==> src/rtl/sync_cnt_pkg.sv <==
package sync_cnt_pkg;

    typedef enum logic [1:0] {
        SZ_BYTE = 2'd0,
        SZ_HALF = 2'd1,
        SZ_WORD = 2'd2,
        SZ_RSVD = 2'd3
    } bus_size_e;

    typedef enum logic [1:0] {
        SEL_NONE = 2'd0,
        SEL_REV  = 2'd1,
        SEL_CNT  = 2'd2
    } reg_sel_e;

    typedef struct packed {
        logic       acc;
        logic       bad;
        reg_sel_e   sel;
        logic       half_lo;
        logic       half_hi;
        logic       word;
    } dec_t;

endpackage

==> src/rtl/sync_cnt_counter.sv <==
module sync_cnt_counter #(
    parameter int CNT_W = 32
) (
    input  logic             clk_i,
    input  logic             rst_ni,
    input  logic             tick_en_i,
    output logic [CNT_W-1:0] count_o
);
    logic [CNT_W-1:0] count_d, count_q;

    always_comb begin
        count_d = count_q;
        if (tick_en_i) begin
            count_d = count_q + CNT_W'(1);
        end
    end

    always_ff @(posedge clk_i) begin
        if (!rst_ni) begin
            count_q <= '0;
        end else begin
            count_q <= count_d;
        end
    end

    assign count_o = count_q;
endmodule

==> src/rtl/sync_cnt_decode.sv <==
module sync_cnt_decode
    import sync_cnt_pkg::*;
#(
    parameter int          ADDR_W  = 8,
    parameter logic [31:0] REV_OFS = 32'h00,
    parameter logic [31:0] CNT_OFS = 32'h10
) (
    input  logic [ADDR_W-1:0] addr_i,
    input  logic [1:0]        size_i,
    input  logic              rd_i,
    input  logic              wr_i,
    output dec_t              dec_o
);
    localparam logic [ADDR_W-1:0] REV_A = REV_OFS[ADDR_W-1:0];
    localparam logic [ADDR_W-1:0] CNT_A = CNT_OFS[ADDR_W-1:0];

    logic [ADDR_W-1:0] aligned;
    reg_sel_e          match_sel;

    always_comb begin
        aligned = {addr_i[ADDR_W-1:2], 2'b00};
        if (aligned == REV_A) begin
            match_sel = SEL_REV;
        end else if (aligned == CNT_A) begin
            match_sel = SEL_CNT;
        end else begin
            match_sel = SEL_NONE;
        end
    end

    always_comb begin
        dec_o         = '0;
        dec_o.sel     = SEL_NONE;
        dec_o.acc     = rd_i | wr_i;
        if (wr_i) begin
            dec_o.bad = 1'b1;
        end else if (rd_i) begin
            unique case (bus_size_e'(size_i))
                SZ_HALF: begin
                    if (addr_i[1]) begin
                        dec_o.half_hi = 1'b1;
                    end else begin
                        dec_o.half_lo = 1'b1;
                        dec_o.sel     = match_sel;
                        dec_o.bad     = (match_sel == SEL_NONE);
                    end
                end
                SZ_WORD: begin
                    dec_o.word = 1'b1;
                    if (addr_i[1:0] == 2'b00) begin
                        dec_o.sel = match_sel;
                    end
                    dec_o.bad = (addr_i[1:0] != 2'b00) || (match_sel == SEL_NONE);
                end
                default: begin
                    dec_o.bad = 1'b1;
                end
            endcase
        end
    end
endmodule

==> src/rtl/sync_count_slave.sv <==
module sync_count_slave
    import sync_cnt_pkg::*;
#(
    parameter int          ADDR_W    = 8,
    parameter int          DATA_W    = 32,
    parameter logic [31:0] REV_OFS   = 32'h00,
    parameter logic [31:0] CNT_OFS   = 32'h10,
    parameter logic [31:0] REV_VALUE = 32'h21
) (
    input  logic              clk_i,
    input  logic              rst_ni,
    input  logic              tick_en_i,
    input  logic [ADDR_W-1:0] bus_addr_i,
    input  logic [1:0]        bus_size_i,
    input  logic              bus_rd_i,
    input  logic              bus_wr_i,
    output logic [DATA_W-1:0] bus_rdata_o,
    output logic              bus_resp_o,
    output logic              bus_err_o
);
    localparam int HALF_W = DATA_W / 2;

    typedef struct packed {
        logic              resp;
        logic              err;
        logic [DATA_W-1:0] rdata;
        logic [HALF_W-1:0] shadow;
    } state_t;

    state_t            state_d, state_q;
    dec_t              dec;
    logic [DATA_W-1:0] count_w;
    logic [DATA_W-1:0] reg_val;

    sync_cnt_counter #(.CNT_W(DATA_W)) u_counter (
        .clk_i     (clk_i),
        .rst_ni    (rst_ni),
        .tick_en_i (tick_en_i),
        .count_o   (count_w)
    );

    sync_cnt_decode #(
        .ADDR_W  (ADDR_W),
        .REV_OFS (REV_OFS),
        .CNT_OFS (CNT_OFS)
    ) u_decode (
        .addr_i (bus_addr_i),
        .size_i (bus_size_i),
        .rd_i   (bus_rd_i),
        .wr_i   (bus_wr_i),
        .dec_o  (dec)
    );

    always_comb begin
        unique case (dec.sel)
            SEL_REV: reg_val = REV_VALUE[DATA_W-1:0];
            SEL_CNT: reg_val = count_w;
            default: reg_val = '0;
        endcase
    end

    always_comb begin
        state_d      = state_q;
        state_d.resp = dec.acc;
        state_d.err  = dec.acc & dec.bad;
        if (dec.half_lo) begin
            state_d.shadow = reg_val[DATA_W-1:HALF_W];
        end
        if (dec.acc) begin
            if (dec.bad) begin
                state_d.rdata = '0;
            end else if (dec.half_hi) begin
                state_d.rdata = {{HALF_W{1'b0}}, state_q.shadow};
            end else if (dec.half_lo) begin
                state_d.rdata = {{HALF_W{1'b0}}, reg_val[HALF_W-1:0]};
            end else begin
                state_d.rdata = reg_val;
            end
        end
    end

    always_ff @(posedge clk_i) begin
        if (!rst_ni) begin
            state_q <= '0;
        end else begin
            state_q <= state_d;
        end
    end

    assign bus_rdata_o = state_q.rdata;
    assign bus_resp_o  = state_q.resp;
    assign bus_err_o   = state_q.err;
endmodule

==> config.mk <==
export PLATFORM = sky130hd
export DESIGN_NAME = sync_count_slave
export DESIGN_NICKNAME = d
export VERILOG_FILES = /design/src/rtl/sync_cnt_pkg.sv /design/src/rtl/sync_cnt_counter.sv /design/src/rtl/sync_cnt_decode.sv /design/src/rtl/sync_count_slave.sv
export SDC_FILE = /design/constraint.sdc
export NUM_CORES = 1
export LEC_CHECK = 0
export BUFFER_PORTS_ARGS = -buffer_cell sky130_fd_sc_hd__buf_2
export CAP_MARGIN = 30
export CORE_AREA = 3 3 91 93
export DETAILED_ROUTE_END_ITERATION = 12
export DIE_AREA = 0 0 94 96
export GPL_TIMING_DRIVEN = 0
export PLACE_DENSITY = 0.65
export SLEW_MARGIN = 30
export SYNTH_ARGS = -nofsm -noshare
export SYNTH_HDL_FRONTEND = slang
export SYNTH_SLANG_ARGS = --single-unit
==> constraint.sdc <==
create_clock -name clk_i -period 5.2 [get_ports clk_i]
set_input_delay 0.52 -clock clk_i [delete_from_list [all_inputs] [get_ports clk_i]]
set_output_delay 0.52 -clock clk_i [all_outputs]
set_load 0.02 [all_outputs]
==> results.yml, run 1 <==
status:
  outcome: "finished clean"
sta:
  period_minus_slack_ps: 2538
  worst_slack_ps: 2662
  hold_slack_ps: 457.6
  fin_crit_sh: 0.4881
  tightest_slew_ps: 914.4
  skew_ps: 6.703
  slew_headroom: 0.3857
  rsz0062_at_grt: "no"
  hold_viol: 0
  tns_ps: 0
  maxSlewViolCount: 0
  setup_viol: 0
  fmax_mhz: 394.0
critical_path:
  cp_num_buf_inv: 3
  critPathMaxFanout: 10
  r2r-start: "u_counter.count_o[3]"
  cpMaxStageDelayCell: "clkbuf_1"
  critPathLaunch: "bus_rd_i"
  critical_path_required_ps: 5480
  max_stage_delay_ps: 390
  crit_family: "buffers and inverters"
  path_cells: "buf_2 -> nor3b_1 -> o21ai_0 -> nor3_1 -> and2_1 -> ha_1 -> clkbuf_1 -> clkbuf_1 -> nand3_1 -> a21oi_1"
  cp_common_cell: "clkbuf_1"
  crit_type: "primary input to flop"
  start_kind: "primary input"
  crit_path_end_kind: "flop"
  arrival_ps: 2820
global_route:
  gr-total-overflow: 0
  grt_max_degree: 14
  grt_antenna_before_repair: 0
  grt_pass1_wl_um: 14590
  grt_pass1_vias: 2969
  grt_usage: 0.2070
routing:
  wirelength_um: 8878
  drc_errors: 0
  first_iter_violations: 155
  first_pass_iters: 5
  vias: 3303
  ant_nets: 0
  wire_per_inst_um: 14.70
  via_per_inst: 5.469
die:
  dieArea_mm2: 0.009024
  num_rows: 32
  fp.dieH_um: 96
  die_w_um: 94
  ios: 49
  fp.coreArea_mm2: 0.007607
  initial_core_util: 0.4918
synthesis:
  syn_area_mm2: 0.003741
  synth_seq_cells: 82
  synthArstFlopShare: 0
  yosysUniqueCellTypes: 37
  yosysTopAreaCell: "dfxtp_1"
  synth.yosys.seq_area_share: 0.4388
  syn_nets: 459
  synthTopCellsByArea: "dfxtp_1 44%, a21oi_1 7.1%, buf_4 6.4%, nand2_1 4.7%, nand3_1 4.3%"
  syn_avg_cell_area_um2: 8.522
  synth_top_area_frac: 0.4388
  synth_edf_count: 0
  syn_inst: 439
  synth_ff_type: "dfxtp_1"
  yosys_warnings: 0
clocking:
  post_cts_buffers: 0
  ctsHoldBuffers: 0
  cts_num_sinks: 82
  cts_buffers: 9
  clock_path_buffers: 2
  cts_resized: 0
  cts_root_buf: "clkbuf_8"
  worstSkewPairLatency_ps: 350
  cts_tree: "built"
  h-tree-depth: 3
  clk_pin_slew_worst_paths_ps: 80
layout:
  antenna_cells: 0
  register_area_mm2: 0.001642
  final_util: 0.5645
  layout_commonest_cell: "dfxtp_1"
  area.growth.synth_to_final_pct: 14.78
  final_cell_area_mm2: 0.004294
  nNetsFinal: 517
  multiInputGateArea_mm2: 0.001703
  finish.cell_count_without_fillers: 604
  drive_above_1_share: 0.2131
  fillers: 754
  final_cell_mix: "82 x dfxtp_1, 55 x buf_2, 53 x a21oi_1, 47 x nand2_1"
placed_design:
  post-place-ws_ps: 2315
  dp_hpwl_um: 6538
  routabilityCongestion: 0.8582
  dpl_cell_area_mm2: 0.004104
  dp.cells: 588
  io_buffer_count: 47
min_path:
  holdCritPathClass: "flop to flop"
  worstHoldStart: "bus_rdata_o[4]"
power_and_ir_drop:
  power_mw: 1.119
  ir_drop_mv: 0.1309
  power_density_mw_per_mm2: 260.5
  leakage_nw: 1.710
run:
  drv_cap: 0
==> synth_stat cells, drive strengths merged (2+ instances only) <==
master   n
a21oi   53
a22o    16
and2     4
and3    16
and4     6
buf     45
clkbuf  15
dfxtp   82
ha       5
inv      7
mux2i    3
nand2   47
nand2b   4
nand3   32
nand4    8
nor2    15
nor3     5
nor4     3
o21ai   25
o31ai   12
or3      7
or4     12
xnor2    2
xor2     8
==> cell families after synthesis <==
logic type               Yosys count  synth area share
AND/OR/NAND/NOR                  164            0.2365
XOR/XNOR                          10           0.02341
adder cells (fa/ha/maj)            5           0.01672
buffers and inverters             67            0.1060
flip-flops                        82            0.4388
multiplexers                       3          0.008027
AO/OA/AOI/OAI                    108            0.1706
==> registers in the layout, summed over array words and instances (netlist names) <==
signal / cells
bus_err_o: 1
bus_rdata_o: 32
state_q: 16
u_counter.count_o: 32
bus_resp_o: 1
==> worst register-to-register path, cell delays in order, from the launching register on <==
cell and delay, ps:
dfxtp_1 430, and4_1 230, buf_6 140, nand4_4 170
buf_6 190, clkbuf_1 230, o31ai_1 320, a21oi_1 100
==> path summary, 6_finish.rpt <==
check / to / slack [ps] / cells past startpoint
setup / recovery: state_q[10] / 2660 / 10
hold / removal: bus_rdata_o[4] / 460 / 2
setup reg to reg: u_counter.count_o[29] / 3280 / 7
hold reg to reg: bus_rdata_o[4] / 460 / 2
==> metal layers <==
metal | vias up | part of all wire | track usage
li1 | 1655 | - | -
met1 | 1555 | 0.49 | 0.2863
met2 | 80 | 0.45 | 0.3258
met3 | 13 | 0.042 | 0.03753
met4 | 0 | 0.016 | 0.07100
met5 | - | 0 | 0
==> layout make-up <==
cell class,count,share of cell area
Multi-Input combinational cell,290,0.3966
Sequential cell,82,0.3823
Clock inverter,3,0.004953
Timing Repair Buffer,47,0.05478
Tap cell,102,0.02972
Buffer,60,0.08625
Clock buffer,13,0.03934
Inverter,7,0.006119
==> power by group <==
group | total, mW | switching (mW) | internal [mW]
logic | 0.0386 | 0.0259 | 0.0127
registers | 0.633 | 0.00277 | 0.630
clock network | 0.447 | 0.233 | 0.214
No activity file was read; power rests on OpenSTA's default activity.
==> inputs of run 2 (changes only) <==
--- a/config.mk
+++ b/config.mk
@@ -5,13 +5,14 @@
 export SDC_FILE = /design/constraint.sdc
 export NUM_CORES = 1
 export LEC_CHECK = 0
+export ABC_AREA = 1
 export BUFFER_PORTS_ARGS = -buffer_cell sky130_fd_sc_hd__buf_2
 export CAP_MARGIN = 30
-export CORE_AREA = 3 3 91 93
+export CORE_AREA = 3 3 96 98
 export DETAILED_ROUTE_END_ITERATION = 12
-export DIE_AREA = 0 0 94 96
+export DIE_AREA = 0 0 99 101
 export GPL_TIMING_DRIVEN = 0
-export PLACE_DENSITY = 0.65
+export PLACE_DENSITY = 0.68
 export SLEW_MARGIN = 30
 export SYNTH_ARGS = -nofsm -noshare
 export SYNTH_HDL_FRONTEND = slang
==> constraint.sdc (replaced) <==
create_clock -name clk_i -period 2.3 [get_ports clk_i]
set_input_delay 0.23 -clock clk_i [delete_from_list [all_inputs] [get_ports clk_i]]
set_output_delay 0.23 -clock clk_i [all_outputs]
set_load 0.02 [all_outputs]
==> results.yml, run 2 <==
routing:
  ant_nets: 0
  first_pass_iters: 5
  via_per_inst: 5.169
  first_iter_violations: 237
  wirelength_um: 10640
  drc_errors: 0
  wire_per_inst_um: 14.17
  vias: 3882
layout:
  final_util: 0.5547
  layout_commonest_cell: "nand2_1"
  final_cell_mix: "91 x nand2_1, 82 x dfxtp_1, 59 x nor2_1, 56 x buf_2, 55 x nand3_1"
  nNetsFinal: 658
  multiInputGateArea_mm2: 0.001982
  fillers: 870
  drive_above_1_share: 0.2053
  register_area_mm2: 0.001642
  antenna_cells: 0
  area.growth.synth_to_final_pct: 13.13
synthesis:
  yosys_warnings: 0
  syn_area_mm2: 0.004193
  synthArstFlopShare: 0
  syn_inst: 581
  syn_avg_cell_area_um2: 7.216
  yosysUniqueCellTypes: 35
  yosysMostFrequentCell: "nand2_1"
  synth_edf_count: 0
  synthTopCellsByCount: "91 x nand2_1, 82 x dfxtp_1, 59 x nor2_1, 55 x nand3_1"
  synth_top_area_frac: 0.3915
  synth_ff_type: "dfxtp_1"
  synth.yosys.seq_area_share: 0.3915
  synth_seq_cells: 82
  yosysTopAreaCell: "dfxtp_1"
  synthTopCellsByArea: "dfxtp_1 39%, nand2_1 8.1%, nand3_1 6.6%, o21ai_0 6.3%, buf_4 5.9%"
  syn_nets: 601
global_route:
  grt_pass1_wl_um: 17750
  grt_antenna_before_repair: 0
  grt_usage: 0.2238
  grt_pass1_vias: 3659
  gr-total-overflow: 0
  grt_max_degree: 17
clocking:
  cts_resized: 0
  ctsHoldBuffers: 0
  clk_pin_slew_worst_paths_ps: 90
  cts_buffers: 9
  worstSkewPairLatency_ps: 370
  post_cts_buffers: 0
  cts_num_sinks: 82
  h-tree-depth: 3
  cts_tree: "built"
  cts_root_buf: "clkbuf_8"
  clock_path_buffers: 2
die:
  num_rows: 34
  ios: 49
  die_w_um: 99
  fp.dieH_um: 101
  initial_core_util: 0.4903
  fp.coreArea_mm2: 0.008551
  dieArea_mm2: 0.009999
run:
  drv_cap: 0
status:
  outcome: "finished clean"
critical_path:
  arrival_ps: 2060
  crit_cells: 16
  endpoint: "bus_rdata_o[7]"
  critical_path_required_ps: 2540
  critPathMaxFanout: 10
  rrSetupSlack_ps: 690
  start_kind: "primary input"
  rr_endpoint: "u_counter.count_o[14]"
  crit_family: "buffers and inverters"
  r2r-start: "u_counter.count_o[0]"
  max_stage_delay_ps: 270
  cp_num_buf_inv: 6
  critPathLaunch: "bus_size_i[1]"
  reg2regPathDepth: 8
  path_cells: "buf_2 -> inv_1 -> ha_1 -> inv_1 -> nor2_1 -> nand2_1 -> o21ai_0 -> nand2_1 -> inv_1 -> nand2_1 -> ha_1 -> inv_1 -> clkbuf_1 -> o21ai_0 -> o211ai_1 -> o21ai_0"
  crit_type: "primary input to flop"
  crit_path_end_kind: "flop"
  cpMaxStageDelayCell: "clkbuf_1"
  cp_common_cell: "inv_1"
power_and_ir_drop:
  leakage_nw: 1.875
  power_density_mw_per_mm2: 544.7
  p_int_mw: 1.885
  ir_drop_mv: 0.2434
  clkPwrFrac: 0.382
  switching_share: 0.2705
  p_comb_frac: 0.060
  power_mw: 2.584
  p_switching_mw: 0.6990
  sequentialPowerShare: 0.558
sta:
  rsz0062_at_grt: "no"
  period_minus_slack_ps: 1828
  skew_ps: 11.41
  slew_headroom: 0.5651
  hold_viol: 0
  fin_crit_sh: 0.7946
  tightest_slew_ps: 652.3
  maxSlewViolCount: 0
  setup_viol: 0
  fmax_mhz: 547.2
min_path:
  holdCritPathClass: "primary input to flop"
placed_design:
  io_buffer_count: 47
  routabilityCongestion: 0.9036
  dp_hpwl_um: 8539
run 2: cell families (layout without fill, tap and decap cells):
| group | Yosys count | in the layout | synth area share |
|---|---|---|---|
| adder cells (fa/ha/maj) | 5 | 5 | 0.01492 |
| flip-flops | 82 | 82 | 0.3915 |
| XOR/XNOR | 5 | 5 | 0.01044 |
| buffers and inverters | 115 | 177 | 0.1358 |
| AND/OR/NAND/NOR | 250 | 250 | 0.2763 |
| AO/OA/AOI/OAI | 124 | 124 | 0.1710 |
run 2: worst min path at each step:
stage	startpoint	end	cells past startpoint
finish	tick_en_i	u_counter.count_o[27]	4
global route	tick_en_i	u_counter.count_o[0]	3
CTS	tick_en_i	u_counter.count_o[27]	4
detailed placement	bus_rdata_o[21]	bus_rdata_o[21]	2
global placement	bus_rdata_o[12]	bus_rdata_o[12]	2
floorplan	tick_en_i	u_counter.count_o[1]	2
run 2: per-stage QoR:
step | hold WS [ps] | setup slack, ps | setup TNS [ps] | cell area (µm²) | cells
2_1_floorplan | 433.1 | 388.2 | 0 | 4193 | 581
3_3_place_gp | 469.6 | -12.02 | -32.72 | 4563 | 736
3_5_place_dp | 471.6 | -91.84 | -716.9 | 4563 | 736
4_1_cts | 232.9 | 264.9 | 0 | 4747 | 752
5_1_grt | 262.2 | 253.1 | 0 | 4743 | 751
6_report | 234.5 | 472.4 | 0 | 4743 | 751
run 2: power by group through the flow:
| stage | combinational (mW) | sequential (mW) | clock, mW |
|---|---|---|---|
| after floorplan | 0.0998 | 1.48 | 0 |
| after global placement | 0.151 | 1.47 | 0 |
| after detailed placement | 0.155 | 1.48 | 0 |
| after CTS | 0.155 | 1.44 | 1.00 |
| after global routing | 0.176 | 1.44 | 1.06 |
| final | 0.154 | 1.44 | 0.987 |
run 2: worst register-to-register path, cell delays in order (launching register included):
cell and delay, ps:
dfxtp_1 400, ha_1 230, nand3_2 150, nor2_2 150, nand3_2 140, nor2_2 150, nand2_1 80, nor2_1 120
nor3b_2 60
run 2: per-layer routing:
metal	global-route usage	wire [µm]	vias to the layer above
li1	-	-	2016
met1	0.2925	4892	1761
met2	0.3822	5067	87
met3	0.02699	463	18
met4	0.07668	216	0
met5	0	0	-
run 2: cell type report:
cell class              count  share of cell area
plain buffers              58             0.07491
clock buffers               9             0.02611
clock inverters             7             0.01266
inverters                  56             0.04432
multi-input cells         384              0.4178
flip-flops and latches     82              0.3461
well taps                 108             0.02849
repair buffers             47             0.04959
